$ cat config.mk
export PLATFORM = sky130hd
export DESIGN_NAME = sspi_slave
export DESIGN_NICKNAME = d
export VERILOG_FILES = /design/src/rtl/sspi_pkg.sv /design/src/rtl/sspi_sync.sv /design/src/rtl/sspi_engine.sv /design/src/rtl/sspi_regs.sv /design/src/rtl/sspi_slave.sv
export SDC_FILE = /design/constraint.sdc
export NUM_CORES = 1
export LEC_CHECK = 0
export BUFFER_PORTS_ARGS = -buffer_cell sky130_fd_sc_hd__buf_2
export CORE_UTILIZATION = 60
export DETAILED_ROUTE_END_ITERATION = 10
export PLACE_DENSITY_LB_ADDON = 0.12
export SYNTH_ARGS = -nofsm -noshare
export SYNTH_HDL_FRONTEND = slang
export SYNTH_HIERARCHICAL = 1
export SYNTH_SLANG_ARGS = --single-unit
$ cat constraint.sdc
create_clock -name clk -period 6.4 [get_ports clk]
set_clock_uncertainty 0.05 [all_clocks]
set_input_delay 1.28 -clock clk [delete_from_list [all_inputs] [get_ports clk]]
set_output_delay 1.28 -clock clk [all_outputs]
set_load 0.01 [all_outputs]
$ cat src/rtl/sspi_pkg.sv
package sspi_pkg;
  localparam int CTL_EN    = 0;
  localparam int CTL_CPOL  = 1;
  localparam int CTL_CPHA  = 2;
  localparam int CTL_TXIE  = 3;
  localparam int CTL_RXIE  = 4;
  localparam int CTL_ERRIE = 5;
  localparam int CTL_MFEN  = 6;
  localparam int CTL_W     = 7;

  localparam int ST_TXE = 0;
  localparam int ST_RXF = 1;
  localparam int ST_OVF = 2;
  localparam int ST_MF  = 3;

  // clock level relative to idle: 0 = idle, 1 = active
  function automatic logic norm_lvl(input logic sclk, input logic cpol);
    return sclk ^ cpol;
  endfunction

  function automatic logic err_req(input logic ie, input logic mfen,
                                   input logic ovf, input logic mf);
    return ie & (ovf | (mfen & mf));
  endfunction
endpackage

$ cat src/rtl/sspi_sync.sv
module sspi_sync #(
  parameter int          W       = 3,
  parameter logic [W-1:0] RST_VAL = '0
) (
  input  logic         clk,
  input  logic         rst_n,
  input  logic [W-1:0] d,
  output logic [W-1:0] q
);
  for (genvar i = 0; i < W; i++) begin : g_bit
    logic s1, s2;
    always_ff @(posedge clk or negedge rst_n) begin
      if (!rst_n) begin
        s1 <= RST_VAL[i];
        s2 <= RST_VAL[i];
      end else begin
        s1 <= d[i];
        s2 <= s1;
      end
    end
    assign q[i] = s2;
  end
endmodule

$ cat src/rtl/sspi_engine.sv
module sspi_engine import sspi_pkg::*; #(
  parameter int DATA_W = 8
) (
  input  logic              clk,
  input  logic              rst_n,
  input  logic              en,
  input  logic              cpol,
  input  logic              cpha,
  input  logic              ss_s,
  input  logic              sclk_s,
  input  logic              mosi_s,
  input  logic [DATA_W-1:0] tx_buf,
  output logic              start_evt,
  output logic              byte_done,
  output logic              active,
  output logic              miso_bit,
  output logic [DATA_W-1:0] rx_byte
);
  localparam int CNT_W = $clog2(DATA_W + 1);
  localparam logic [CNT_W-1:0] LAST = CNT_W'(DATA_W - 1);

  logic [CNT_W-1:0]  bit_cnt;
  logic [DATA_W-1:0] tx_sh;
  logic [DATA_W-2:0] rx_sh;
  logic lvl, lvl_q, ss_q, lead, trail, ss_fall, sel, samp_e, shift_e;

  always_comb begin
    lvl       = norm_lvl(sclk_s, cpol);
    lead      = lvl & ~lvl_q;
    trail     = ~lvl & lvl_q;
    ss_fall   = ss_q & ~ss_s;
    sel       = en & ~ss_s;
    start_evt = sel & ~active & (cpha ? lead : ss_fall);
    samp_e    = sel & active & (cpha ? trail : lead);
    shift_e   = sel & active & (cpha ? lead : trail);
    byte_done = samp_e & (bit_cnt == LAST);
    rx_byte   = {rx_sh, mosi_s};
    miso_bit  = tx_sh[DATA_W-1];
  end

  always_ff @(posedge clk or negedge rst_n) begin
    if (!rst_n) begin
      lvl_q   <= 1'b0;
      ss_q    <= 1'b1;
      active  <= 1'b0;
      bit_cnt <= '0;
      tx_sh   <= '0;
      rx_sh   <= '0;
    end else begin
      lvl_q <= lvl;
      ss_q  <= ss_s;
      if (!en) begin
        active  <= 1'b0;
        bit_cnt <= '0;
      end else if (start_evt) begin
        active  <= 1'b1;
        bit_cnt <= '0;
        tx_sh   <= tx_buf;
      end else begin
        if (shift_e) tx_sh <= {tx_sh[DATA_W-2:0], 1'b0};
        if (samp_e) begin
          rx_sh <= rx_byte[DATA_W-2:0];
          if (byte_done) begin
            active  <= 1'b0;
            bit_cnt <= '0;
          end else begin
            bit_cnt <= bit_cnt + CNT_W'(1);
          end
        end
      end
    end
  end

  // an unselected slave does not advance its bit position
  assert_ss_freeze_R5: assert property (@(posedge clk) disable iff (!rst_n)
    (ss_s && en) |=> $stable(bit_cnt));

  // a completed byte always ends the transfer
  assert_done_ends_R2: assert property (@(posedge clk) disable iff (!rst_n)
    byte_done |=> !active);
endmodule

$ cat src/rtl/sspi_regs.sv
module sspi_regs import sspi_pkg::*; #(
  parameter int DATA_W = 8
) (
  input  logic              clk,
  input  logic              rst_n,
  input  logic              rd_status,
  input  logic              wr_ctrl,
  input  logic [CTL_W-1:0]  ctrl_wdata,
  input  logic              wr_txd,
  input  logic [DATA_W-1:0] txd_wdata,
  input  logic              rd_rxd,
  input  logic              start_evt,
  input  logic              byte_done,
  input  logic [DATA_W-1:0] rx_byte,
  input  logic              active,
  input  logic              ss_s,
  output logic [CTL_W-1:0]  ctrl,
  output logic [DATA_W-1:0] tx_buf,
  output logic [DATA_W-1:0] rx_buf,
  output logic [7:0]        status,
  output logic              irq_tx,
  output logic              irq_rx,
  output logic              irq_err
);
  logic tx_empty, rx_full, ovf, mfault, armed, mf_cond;

  assign mf_cond = ctrl[CTL_EN] & active & ss_s;
  assign status  = {4'b0000, mfault, ovf, rx_full, tx_empty};
  assign irq_tx  = ctrl[CTL_TXIE] & tx_empty;
  assign irq_rx  = ctrl[CTL_RXIE] & rx_full;
  assign irq_err = err_req(ctrl[CTL_ERRIE], ctrl[CTL_MFEN], ovf, mfault);

  always_ff @(posedge clk or negedge rst_n) begin
    if (!rst_n) begin
      ctrl     <= '0;
      tx_buf   <= '0;
      rx_buf   <= '0;
      tx_empty <= 1'b1;
      rx_full  <= 1'b0;
      ovf      <= 1'b0;
      mfault   <= 1'b0;
      armed    <= 1'b0;
    end else begin
      if (wr_ctrl) ctrl <= ctrl_wdata;
      if (wr_txd) begin
        tx_buf   <= txd_wdata;
        tx_empty <= 1'b0;
      end else if (start_evt) begin
        tx_empty <= 1'b1;
      end
      if (byte_done) begin
        if (rx_full) ovf <= 1'b1;
        else begin
          rx_buf  <= rx_byte;
          rx_full <= 1'b1;
        end
      end else if (rd_rxd) begin
        rx_full <= 1'b0;
        ovf     <= 1'b0;
      end
      if (mf_cond)               mfault <= 1'b1;
      else if (wr_ctrl && armed) mfault <= 1'b0;
      if (wr_ctrl)                  armed <= 1'b0;
      else if (rd_status && mfault) armed <= 1'b1;
    end
  end

  // loading the shifter empties the transmit buffer
  assert_load_empties_R2: assert property (@(posedge clk) disable iff (!rst_n)
    (start_evt && !wr_txd) |=> tx_empty);

  // the flag cannot clear while its condition persists
  assert_mf_guard_R8: assert property (@(posedge clk) disable iff (!rst_n)
    (mfault && mf_cond) |=> mfault);

  // the flag only rises after select was seen high mid-transfer
  assert_mf_cause_R6: assert property (@(posedge clk) disable iff (!rst_n)
    $rose(mfault) |-> $past(mf_cond));

  // a byte landing in a full receiver is dropped
  assert_no_overwrite_R9: assert property (@(posedge clk) disable iff (!rst_n)
    (byte_done && rx_full) |=> (ovf && $stable(rx_buf)));
endmodule

$ cat src/rtl/sspi_slave.sv
module sspi_slave import sspi_pkg::*; #(
  parameter int DATA_W = 8
) (
  input  logic              clk,
  input  logic              rst_n,
  input  logic              ss_n,
  input  logic              sck,
  input  logic              mosi,
  output logic              miso,
  output logic              miso_oe,
  input  logic              rd_status,
  input  logic              wr_ctrl,
  input  logic [CTL_W-1:0]  ctrl_wdata,
  input  logic              wr_txd,
  input  logic [DATA_W-1:0] txd_wdata,
  input  logic              rd_rxd,
  output logic [7:0]        status_rdata,
  output logic [DATA_W-1:0] rxd_rdata,
  output logic              irq_tx,
  output logic              irq_rx,
  output logic              irq_err
);
  logic [2:0]        pins_s;
  logic              ss_s, sclk_s, mosi_s;
  logic [CTL_W-1:0]  ctrl;
  logic [DATA_W-1:0] tx_buf, rx_byte;
  logic              start_evt, byte_done, active;

  sspi_sync #(.W(3), .RST_VAL(3'b100)) u_sync (
    .clk(clk), .rst_n(rst_n), .d({ss_n, sck, mosi}), .q(pins_s));
  assign {ss_s, sclk_s, mosi_s} = pins_s;

  sspi_engine #(.DATA_W(DATA_W)) u_engine (
    .clk(clk), .rst_n(rst_n), .en(ctrl[CTL_EN]), .cpol(ctrl[CTL_CPOL]),
    .cpha(ctrl[CTL_CPHA]), .ss_s(ss_s), .sclk_s(sclk_s), .mosi_s(mosi_s),
    .tx_buf(tx_buf), .start_evt(start_evt), .byte_done(byte_done),
    .active(active), .miso_bit(miso), .rx_byte(rx_byte));

  sspi_regs #(.DATA_W(DATA_W)) u_regs (
    .clk(clk), .rst_n(rst_n), .rd_status(rd_status), .wr_ctrl(wr_ctrl),
    .ctrl_wdata(ctrl_wdata), .wr_txd(wr_txd), .txd_wdata(txd_wdata),
    .rd_rxd(rd_rxd), .start_evt(start_evt), .byte_done(byte_done),
    .rx_byte(rx_byte), .active(active), .ss_s(ss_s), .ctrl(ctrl),
    .tx_buf(tx_buf), .rx_buf(rxd_rdata), .status(status_rdata),
    .irq_tx(irq_tx), .irq_rx(irq_rx), .irq_err(irq_err));

  assign miso_oe = ctrl[CTL_EN] & ~ss_s;

  // no error request without the error enable
  assert_err_gate_R11: assert property (@(posedge clk) disable iff (!rst_n)
    irq_err |-> ctrl[CTL_ERRIE]);
endmodule

==> flow_summary.ini, run 1 <==
[outcome]
status = completed

[cts]
cts.sinks = 56
cts.clk_slew.worst_paths_ns = 0.10
cts_buffer_depth = 2
htreeDepth = 2
cts_made_buffers = 5
cts_setup_buffers = 0
cts_tree = done
clk_latency_ns = 0.30
root_buffer = clkbuf_8
holdBufCountCts = 0
cts_resized = 0

[pwr]
powerDensity_mw_per_mm2 = 279.6
p_seq_frac = 0.538
power_frac_comb = 0.187
p_int_uw = 597.4
switching_power_uw = 219.7
leakage_uw = 0.001409
clkPwrFrac = 0.275
p_sw_frac = 0.2688
total_power_uw = 817.0
ir_worst_vdd_mv = 0.1675

[setup_path]
crit_chain = xnor2_2 -> inv_2 -> mux2i_1 -> and3_1 -> nor2b_2 -> mux2_4
critical_path.max_stage_delay_ns = 0.51
critPathMaxFanout = 13
reg2regPathDepth = 6
cp_data_arrival_time_ns = 2.71
critPathKind = reg -> reg
startpoint = u_regs/ctrl[1]$_DFFE_PN0P_
r2r_slack_ns = 3.84
r2r_end = u_regs/rx_buf[5]$_DFFE_PN0P_
critical_path_required_ns = 6.55
end_kind = register
crit_path_end = u_regs/rx_buf[5]$_DFFE_PN0P_
worstSetupStartpointType = register
rr_startpoint = u_regs/ctrl[1]$_DFFE_PN0P_
cp_slowest_cell = nor2b_2

[logic_synthesis]
synth-seq-area-share = 0.5277
synth_area_per_cell_um2 = 12.45
syn_area_mm2 = 0.002665
netlist_instances = 214
synth_area_leaders = dfrtp_1, mux2_2, mux2_4, dfstp_2, buf_4
synth_top_area_cell = dfrtp_1
synth_warnings = 6
synth_seq_cells = 56
ys_types = 40
yosysTopAreaCellShare = 0.4883

[drt]
via_per_inst = 5.519
postRouteAntennaNets = 0
finalWirelength_mm = 4.414
dr.pass1.iters = 4
drc = 0
vias = 1628
avgRoutedWirePerCell_um = 14.96
drt_iter0_markers = 99

[die]
dieArea_mm2 = 0.004712
start_util = 0.6431
die_y_um = 68.65
io_pins = 45
core-area_mm2 = 0.004144
dieWidth_um = 68.65
fp-row-count = 23

[final_layout]
syn_to_final_growth_pct = 9.624
fillers = 320
layout.cells.most_common_list = dfrtp_1, buf_2, mux2_2
final_nets = 269
antenna_cells = 0
design_area_mm2 = 0.002922
layout_commonest_cell = dfrtp_1
drive_above_1_share = 0.4082

[sta]
post-route-period-util = 0.4001
timing.fmax_mhz = 390.5
rsz0062_at_grt = false
tightestPinTransition_ns = 1.061
finalSetupViolations = 0
fin_setup_tns_ns = 0
slew_headroom = 0.2892
finalHoldViolCount = 0
finalCriticalPeriod_ns = 2.561
slew_viol_final = 0

[hold_path]
hold_class = reg -> reg
hold_start = u_sync/g_bit[0].s1$_DFF_PN0_

[global_route]
grt_max_degree = 57
grt_pass1_wl_mm = 7.251
grt_overflow = 0
grt_pass1_vias = 1562
grt_usage = 0.2127
antenna_found_initial = 0

[placement]
gp_congestion = 0.7599
placed_area_mm2 = 0.002810
portBuffers = 40
dp_hpwl_mm = 3.105

[run]
drv_cap = 0
## Yosys cell counts
library cell	n
nand4_1	7
nor3b_2	1
dfstp_2	4
o21ai_0	7
buf_6	1
nor2_1	5
and3_1	2
dfrtp_1	52
inv_1	5
nor2b_2	1
mux2_2	29
o22ai_1	2
mux2_4	9
mux2i_1	8
xnor2_2	1
ha_1	1
a31oi_2	1
or2_2	1
nor2_2	1
buf_4	12
nand3_1	8
nand2_1	7
nor2b_4	1
and3b_1	7
nand2b_1	3
or4_1	2
nor2b_1	5
and4_1	1
o31ai_1	1
clkbuf_1	4
inv_2	1
conb_1	1
o211ai_1	8
a21o_2	1
and2_1	3
a22o_1	1
a21boi_0	1
buf_2	4
a21oi_1	4
a32o_1	1
## worst max-delay path: cells and delay by family (launching register included)
kind / cells / cell delay (ns)
simple gates: 2 / 0.78
mux: 2 / 0.66
flops: 1 / 0.41
xor+xnor: 1 / 0.36
buf+inv: 1 / 0.20
## cell families (layout without fill, tap and decap cells)
| logic type | count (synthesis) | count (layout) | share of synthesized area |
|---|---|---|---|
| adders and majority gates | 1 | 1 | 0.004694 |
| muxes | 46 | 46 | 0.2033 |
| buffers and inverters | 27 | 55 | 0.05962 |
| and+or+nand+nor | 55 | 55 | 0.1286 |
| other | 1 | 4 | 0.001407 |
| AOI/OAI and AO/OA | 27 | 27 | 0.06855 |
| xor gates and xnor gates | 1 | 1 | 0.006105 |
| DFF | 56 | 56 | 0.5277 |
## state kept, by name (all words and copies together), names as in the netlist
register and count:
u_regs/tx_empty 1, u_sync/g_bit.s2 3, u_regs/tx_buf 8, u_engine/tx_sh 8
u_sync/g_bit.s1 3, u_regs/mfault 1, u_regs/ovf 1, u_regs/rx_buf 8
u_engine/rx_sh 7, u_engine/bit_cnt 4, u_regs/armed 1, u_engine/ss_q 1
u_regs/ctrl 7, u_engine/lvl_q 1, u_engine/active 1, u_regs/rx_full 1
## worst min path at each step
| stage | slack, ns | end | cells after the start |
|---|---|---|---|
| floorplan | 0.28 | u_sync/g_bit[0].s2$_DFF_PN0_ | 0 |
| global placement | 0.29 | u_sync/g_bit[0].s2$_DFF_PN0_ | 0 |
| detailed placement | 0.29 | u_sync/g_bit[0].s2$_DFF_PN0_ | 0 |
| CTS | 0.31 | u_sync/g_bit[0].s2$_DFF_PN0_ | 0 |
| global route | 0.31 | u_sync/g_bit[2].s2$_DFF_PN1_ | 0 |
| finish | 0.30 | u_sync/g_bit[0].s2$_DFF_PN0_ | 0 |
## metal layers
layer  wire length (µm)  up-vias  GRT usage
li1                   -      807          -
met5                  0        -          0
met3                143        9    0.04112
met1               2025      771     0.2890
met2               2170       41     0.3297
met4                 74        0    0.09635
## power groups by stage
stage	clock network [µW]	registers (µW)	logic (µW)
4_1_cts	231	440	154
3_3_place_gp	0	446	149
5_1_grt	245	446	170
3_5_place_dp	0	447	153
2_1_floorplan	0	433	126
6_report	225	439	153
## stage by stage
stage               hold WS, ns  worst slack [ns]  cells    util
floorplan                0.2812             4.220    217       -
global placement         0.2920             3.941    287  0.6781
detailed placement       0.2863             3.861    287  0.6781
CTS                      0.3102             3.831    295  0.7050
global route             0.3127             3.613    295  0.7050
finish                   0.3042             3.840    295  0.7050
## cell type report
cell class,count,area [µm²],share of cell area
flip-flops and latches,56,1406,0.4814
multi-input cells,134,1111,0.3803
repair buffers,41,207.7,0.07109
clock buffers,5,68.82,0.02355
well taps,50,62.56,0.02141
clock inverters,3,42.54,0.01456
inverters,6,22.52,0.007709
No activity file was read; power rests on OpenSTA's default activity.
==> inputs of run 2 (changes only) <==
CORE_UTILIZATION = 50   (was 60)
clock period = 2.1 ns   (was 6.4 ns; I/O delays follow)
==> flow_summary.ini, run 2 (same netlist as run 1, synthesis figures left out) <==
[outcome]
status = completed

[setup_path]
cp_data_arrival_time_ns = 2.15
worstSetupStartpointType = register
critPathMaxFanout = 8
critPathKind = reg -> reg
end_kind = register
critical_path_required_ns = 2.25

[die]
dieArea_mm2 = 0.005626
fp-row-count = 26
start_util = 0.5218
io_pins = 45
core-area_mm2 = 0.005107
dieWidth_um = 75.01
die_y_um = 75.01

[drt]
wl_met1_mm = 2.320
finalWirelength_mm = 4.712
avgRoutedWirePerCell_um = 14.28
dr.pass1.iters = 4
via_per_inst = 5.273
wl_met2_mm = 2.110
vias = 1740
drt_iter0_markers = 120
drc = 0
postRouteAntennaNets = 0
met3_length_um = 203
top_layer = met4

[pwr]
leakage_uw = 0.001474
powerDensity_mw_per_mm2 = 794.7
total_power_uw = 2451
ir_worst_vdd_mv = 0.4363

[cts]
cts_buffer_depth = 2
cts.sinks = 56
clk_latency_ns = 0.31
cts_tree = done
cts.clk_slew.worst_paths_ns = 0.09
root_buffer = clkbuf_8
htreeDepth = 2
cts_made_buffers = 5

[global_route]
antenna_found_initial = 0
grt_pass1_vias = 1658
grt_pass1_wl_mm = 7.914
grt_usage = 0.1921
grt_overflow = 0
grt_max_degree = 23

[final_layout]
final_core_utilization = 0.6039
largest_registers = u_engine/tx_sh (8), u_regs/rx_buf (8), u_regs/tx_buf (8)
syn_to_final_growth_pct = 15.73
final_nets = 284
drive_above_1_share = 0.4462
antenna_cells = 0
layoutNonFillerInstCount = 330
layout.cells.most_common_list = dfrtp_1, buf_2, mux2_2
layout_commonest_cell = dfrtp_1

[placement]
portBuffers = 40
dp_hpwl_mm = 3.383
dp_cells = 320
gp_congestion = 0.8361
post-place-ws_ns = 0.004937

[sta]
post-route-period-util = 0.9538
finalSetupViolations = 0
rsz0062_at_grt = false
finalCriticalPeriod_ns = 2.003
fin_setup_tns_ns = 0
timing.fmax_mhz = 499.3
slew_viol_final = 0
tightestPinTransition_ns = 0.5844
finalHoldViolCount = 0
setup_ws_ns = 0.09707
slew_headroom = 0.6092

[run]
drv_cap = 0

[hold_path]
hold_class = in -> async
-- run 2: final timing paths --
| kind | slack [ns] | from | depth (start not counted) | end |
|---|---|---|---|---|
| max reg2reg | 0.1 | u_sync/g_bit[1].s2$_DFF_PN0_ | 7 | u_regs/rx_buf[3]$_DFFE_PN0P_ |
| max in group asynchronous | 1.32 | rst_n | 2 | u_engine/ss_q$_DFF_PN1_ |
| max | 0.1 | u_sync/g_bit[1].s2$_DFF_PN0_ | 7 | u_regs/rx_buf[3]$_DFFE_PN0P_ |
| min reg2reg | 0.31 | u_sync/g_bit[1].s1$_DFF_PN0_ | 0 | u_sync/g_bit[1].s2$_DFF_PN0_ |
| min in group clk | 0.15 | ss_n | 1 | u_sync/g_bit[2].s1$_DFF_PN1_ |
| min | 0.02 | rst_n | 1 | u_regs/tx_buf[3]$_DFFE_PN0P_ |
-- run 2: through the flow --
| stage | cell area (µm²) | hold WS (ns) |
|---|---|---|
| floorplan | 2708 | 0.07441 |
| CTS | 3072 | 0.02143 |
| detailed placement | 2958 | 0.2879 |
| finish | 3084 | 0.01534 |
| global route | 3084 | 0.04901 |
| global placement | 2958 | 0.2812 |
-- run 2: repair_timing --
action / in CTS / in global routing
buffers inserted: 1 / 1
hold buffers: 0 / 0
setup endpoints to repair: 8 / 15
gates resized for setup: 0 / 1
-- run 2: metal layers --
| metal | global-route usage | up-vias |
|---|---|---|
| met5 | 0 | - |
| met4 | 0.07547 | 0 |
| met3 | 0.04284 | 6 |
| met2 | 0.2983 | 43 |
| met1 | 0.2638 | 852 |
| li1 | - | 839 |
-- run 2: area by class of cell --
| cell class | instances | area (µm²) |
|---|---|---|
| Timing Repair Buffer | 56 | 332.8 |
| Clock inverter | 1 | 7.507 |
| Sequential cell | 56 | 1406 |
| Inverter | 6 | 22.52 |
| Clock buffer | 7 | 86.33 |
| Fill cell | 430 | 2023 |
| Tap cell | 70 | 87.58 |
| Multi-Input combinational cell | 134 | 1141 |
-- run 2: critical path, stage by stage (launching register included) --
cell     delay, ns
dfrtp_1       0.44
xnor2_4       0.16
inv_2         0.15
mux2i_2       0.26
and3_4        0.23
nor2b_4       0.16
buf_12        0.14
mux2_4        0.30
-- run 2: report_power, final --
group	total (µW)	internal (µW)	switching, µW
Clock	601	269	332
Sequential	1330	1220	106
Combinational	523	288	235
Total	2450	1780	673
==> inputs of run 3 (changes only) <==
CTS_BUF_LIST = sky130_fd_sc_hd__clkbuf_16   (was unset)
==> flow_summary.ini, run 3 (same netlist as run 1, synthesis figures left out) <==
[cts]
cts_tree = done
htreeDepth = 2
clk_latency_ns = 0.29
cts.sinks = 56
cts.clk_slew.worst_paths_ns = 0.07
root_buffer = clkbuf_16
cts_made_buffers = 5
cts_buffer_depth = 2

[final_layout]
layout.cells.most_common_list = dfrtp_1, buf_2, mux2_2
fillers = 423
layoutNonFillerInstCount = 329
design_area_mm2 = 0.003134
drive_above_1_share = 0.4402
final_nets = 283
antenna_cells = 0
largest_registers = u_engine/tx_sh (8), u_regs/rx_buf (8), u_regs/tx_buf (8)
syn_to_final_growth_pct = 17.61
layout_commonest_cell = dfrtp_1

[drt]
drt_iter0_markers = 106
postRouteAntennaNets = 0
drc = 0
dr.pass1.iters = 4
avgRoutedWirePerCell_um = 14.32
via_per_inst = 5.213
finalWirelength_mm = 4.710
vias = 1715

[die]
dieWidth_um = 75.01
dieArea_mm2 = 0.005626
fp-row-count = 26
start_util = 0.5218
die_y_um = 75.01
io_pins = 45
core-area_mm2 = 0.005107

[global_route]
grt_pass1_vias = 1683
grt_max_degree = 23
antenna_found_initial = 0
grt_pass1_wl_mm = 8.004
grt_overflow = 0
grt_usage = 0.1917

[pwr]
leakage_uw = 0.001494
switching_power_uw = 700.7
power_frac_comb = 0.199
p_int_uw = 1944
ir_worst_vdd_mv = 0.4528
p_seq_frac = 0.502
powerDensity_mw_per_mm2 = 843.9
clkPwrFrac = 0.298
p_sw_frac = 0.2649

[setup_path]
cp_data_arrival_time_ns = 2.09
critical_path_required_ns = 2.22
end_kind = register
startpoint = u_sync/g_bit[1].s2$_DFF_PN0_
r2r_end = u_regs/rx_buf[3]$_DFFE_PN0P_
critPathMaxFanout = 8
worstSetupStartpointType = register
r2r_slack_ns = 0.13
critPathKind = reg -> reg
crit_path_end = u_regs/rx_buf[3]$_DFFE_PN0P_
reg2regPathDepth = 7
rr_startpoint = u_sync/g_bit[1].s2$_DFF_PN0_

[sta]
finalSetupViolations = 0
finalCriticalPeriod_ns = 1.968
post-route-period-util = 0.9373
timing.fmax_mhz = 508.1
rsz0062_at_grt = false
whs_ns = 0.04044
slew_headroom = 0.6200
fin_setup_tns_ns = 0
slew_viol_final = 0
finalHoldViolCount = 0
tightestPinTransition_ns = 0.5681

[placement]
portBuffers = 40
gp_congestion = 0.8361
dp_hpwl_mm = 3.383
dp_cells = 320
placed_area_mm2 = 0.002958

[outcome]
status = completed

[hold_path]
hold_class = in -> async

[run]
drv_cap = 0
run 3: changes by cell type in the layout (fill, tap and decap cells not counted), sizes merged:
cell,delta
inv,+1
buf,-1
clkbuf,-2
clkinv,+1
run 3: power by group through the flow:
stage / sequential, µW / combinational (µW) / clock, µW
after floorplan: 1320 / 395 / 0
after global placement: 1350 / 514 / 0
after detailed placement: 1350 / 521 / 0
after CTS: 1330 / 523 / 819
after global routing: 1350 / 588 / 856
final: 1330 / 527 / 789
run 3: worst max-delay path, cell delays in order (launching register included):
cell	delay [ns]
dfrtp_1	0.43
xnor2_4	0.17
inv_4	0.12
mux2i_4	0.26
and3_4	0.23
nor2b_4	0.16
buf_12	0.14
mux2_4	0.30
run 3: worst min path at each step:
| stage | start | end | cells past startpoint |
|---|---|---|---|
| 2_1_floorplan | rst_n | u_engine/active$_DFFE_PN0P_ | 0 |
| 6_report | rst_n | u_engine/tx_sh[3]$_DFFE_PN0P_ | 1 |
| 4_1_cts | rst_n | u_regs/tx_buf[1]$_DFFE_PN0P_ | 1 |
| 3_3_place_gp | u_sync/g_bit[0].s1$_DFF_PN0_ | u_sync/g_bit[0].s2$_DFF_PN0_ | 0 |
| 3_5_place_dp | u_sync/g_bit[0].s1$_DFF_PN0_ | u_sync/g_bit[0].s2$_DFF_PN0_ | 0 |
| 5_1_grt | rst_n | u_regs/tx_buf[1]$_DFFE_PN0P_ | 1 |
run 3: stage by stage:
step             util  setup WS (ns)  power (µW)
4_1_cts        0.6105        0.07272        2673
6_report       0.6137         0.1317        2645
3_3_place_gp   0.5791        0.04088        1860
2_1_floorplan       -       0.005856        1716
3_5_place_dp   0.5791       0.004937        1872
5_1_grt        0.6137        0.05383        2794
run 3: layout make-up:
class / count / area (µm²) / share of cell area
Multi-Input combinational cell: 134 / 1150 / 0.3669
Inverter: 6 / 25.02 / 0.007984
Tap cell: 70 / 87.58 / 0.02794
Clock inverter: 3 / 15.01 / 0.004790
Sequential cell: 56 / 1406 / 0.4487
Clock buffer: 5 / 125.1 / 0.03992
Timing Repair Buffer: 55 / 325.3 / 0.1038
run 3: metal layers:
metal,wire length [µm],GRT usage,up-vias,part of all wire
li1,-,-,835,-
met1,2334,0.2660,828,0.50
met2,2118,0.3033,45,0.45
met3,206,0.04284,7,0.044
met4,50,0.05660,0,0.011
met5,0,0,-,0
run 3: repair_timing:
item | CTS | global route
resized for setup | 0 | 3
endpoints found under the setup margin | 8 | 14
setup buffers | 1 | 0
hold buffers | 0 | 0
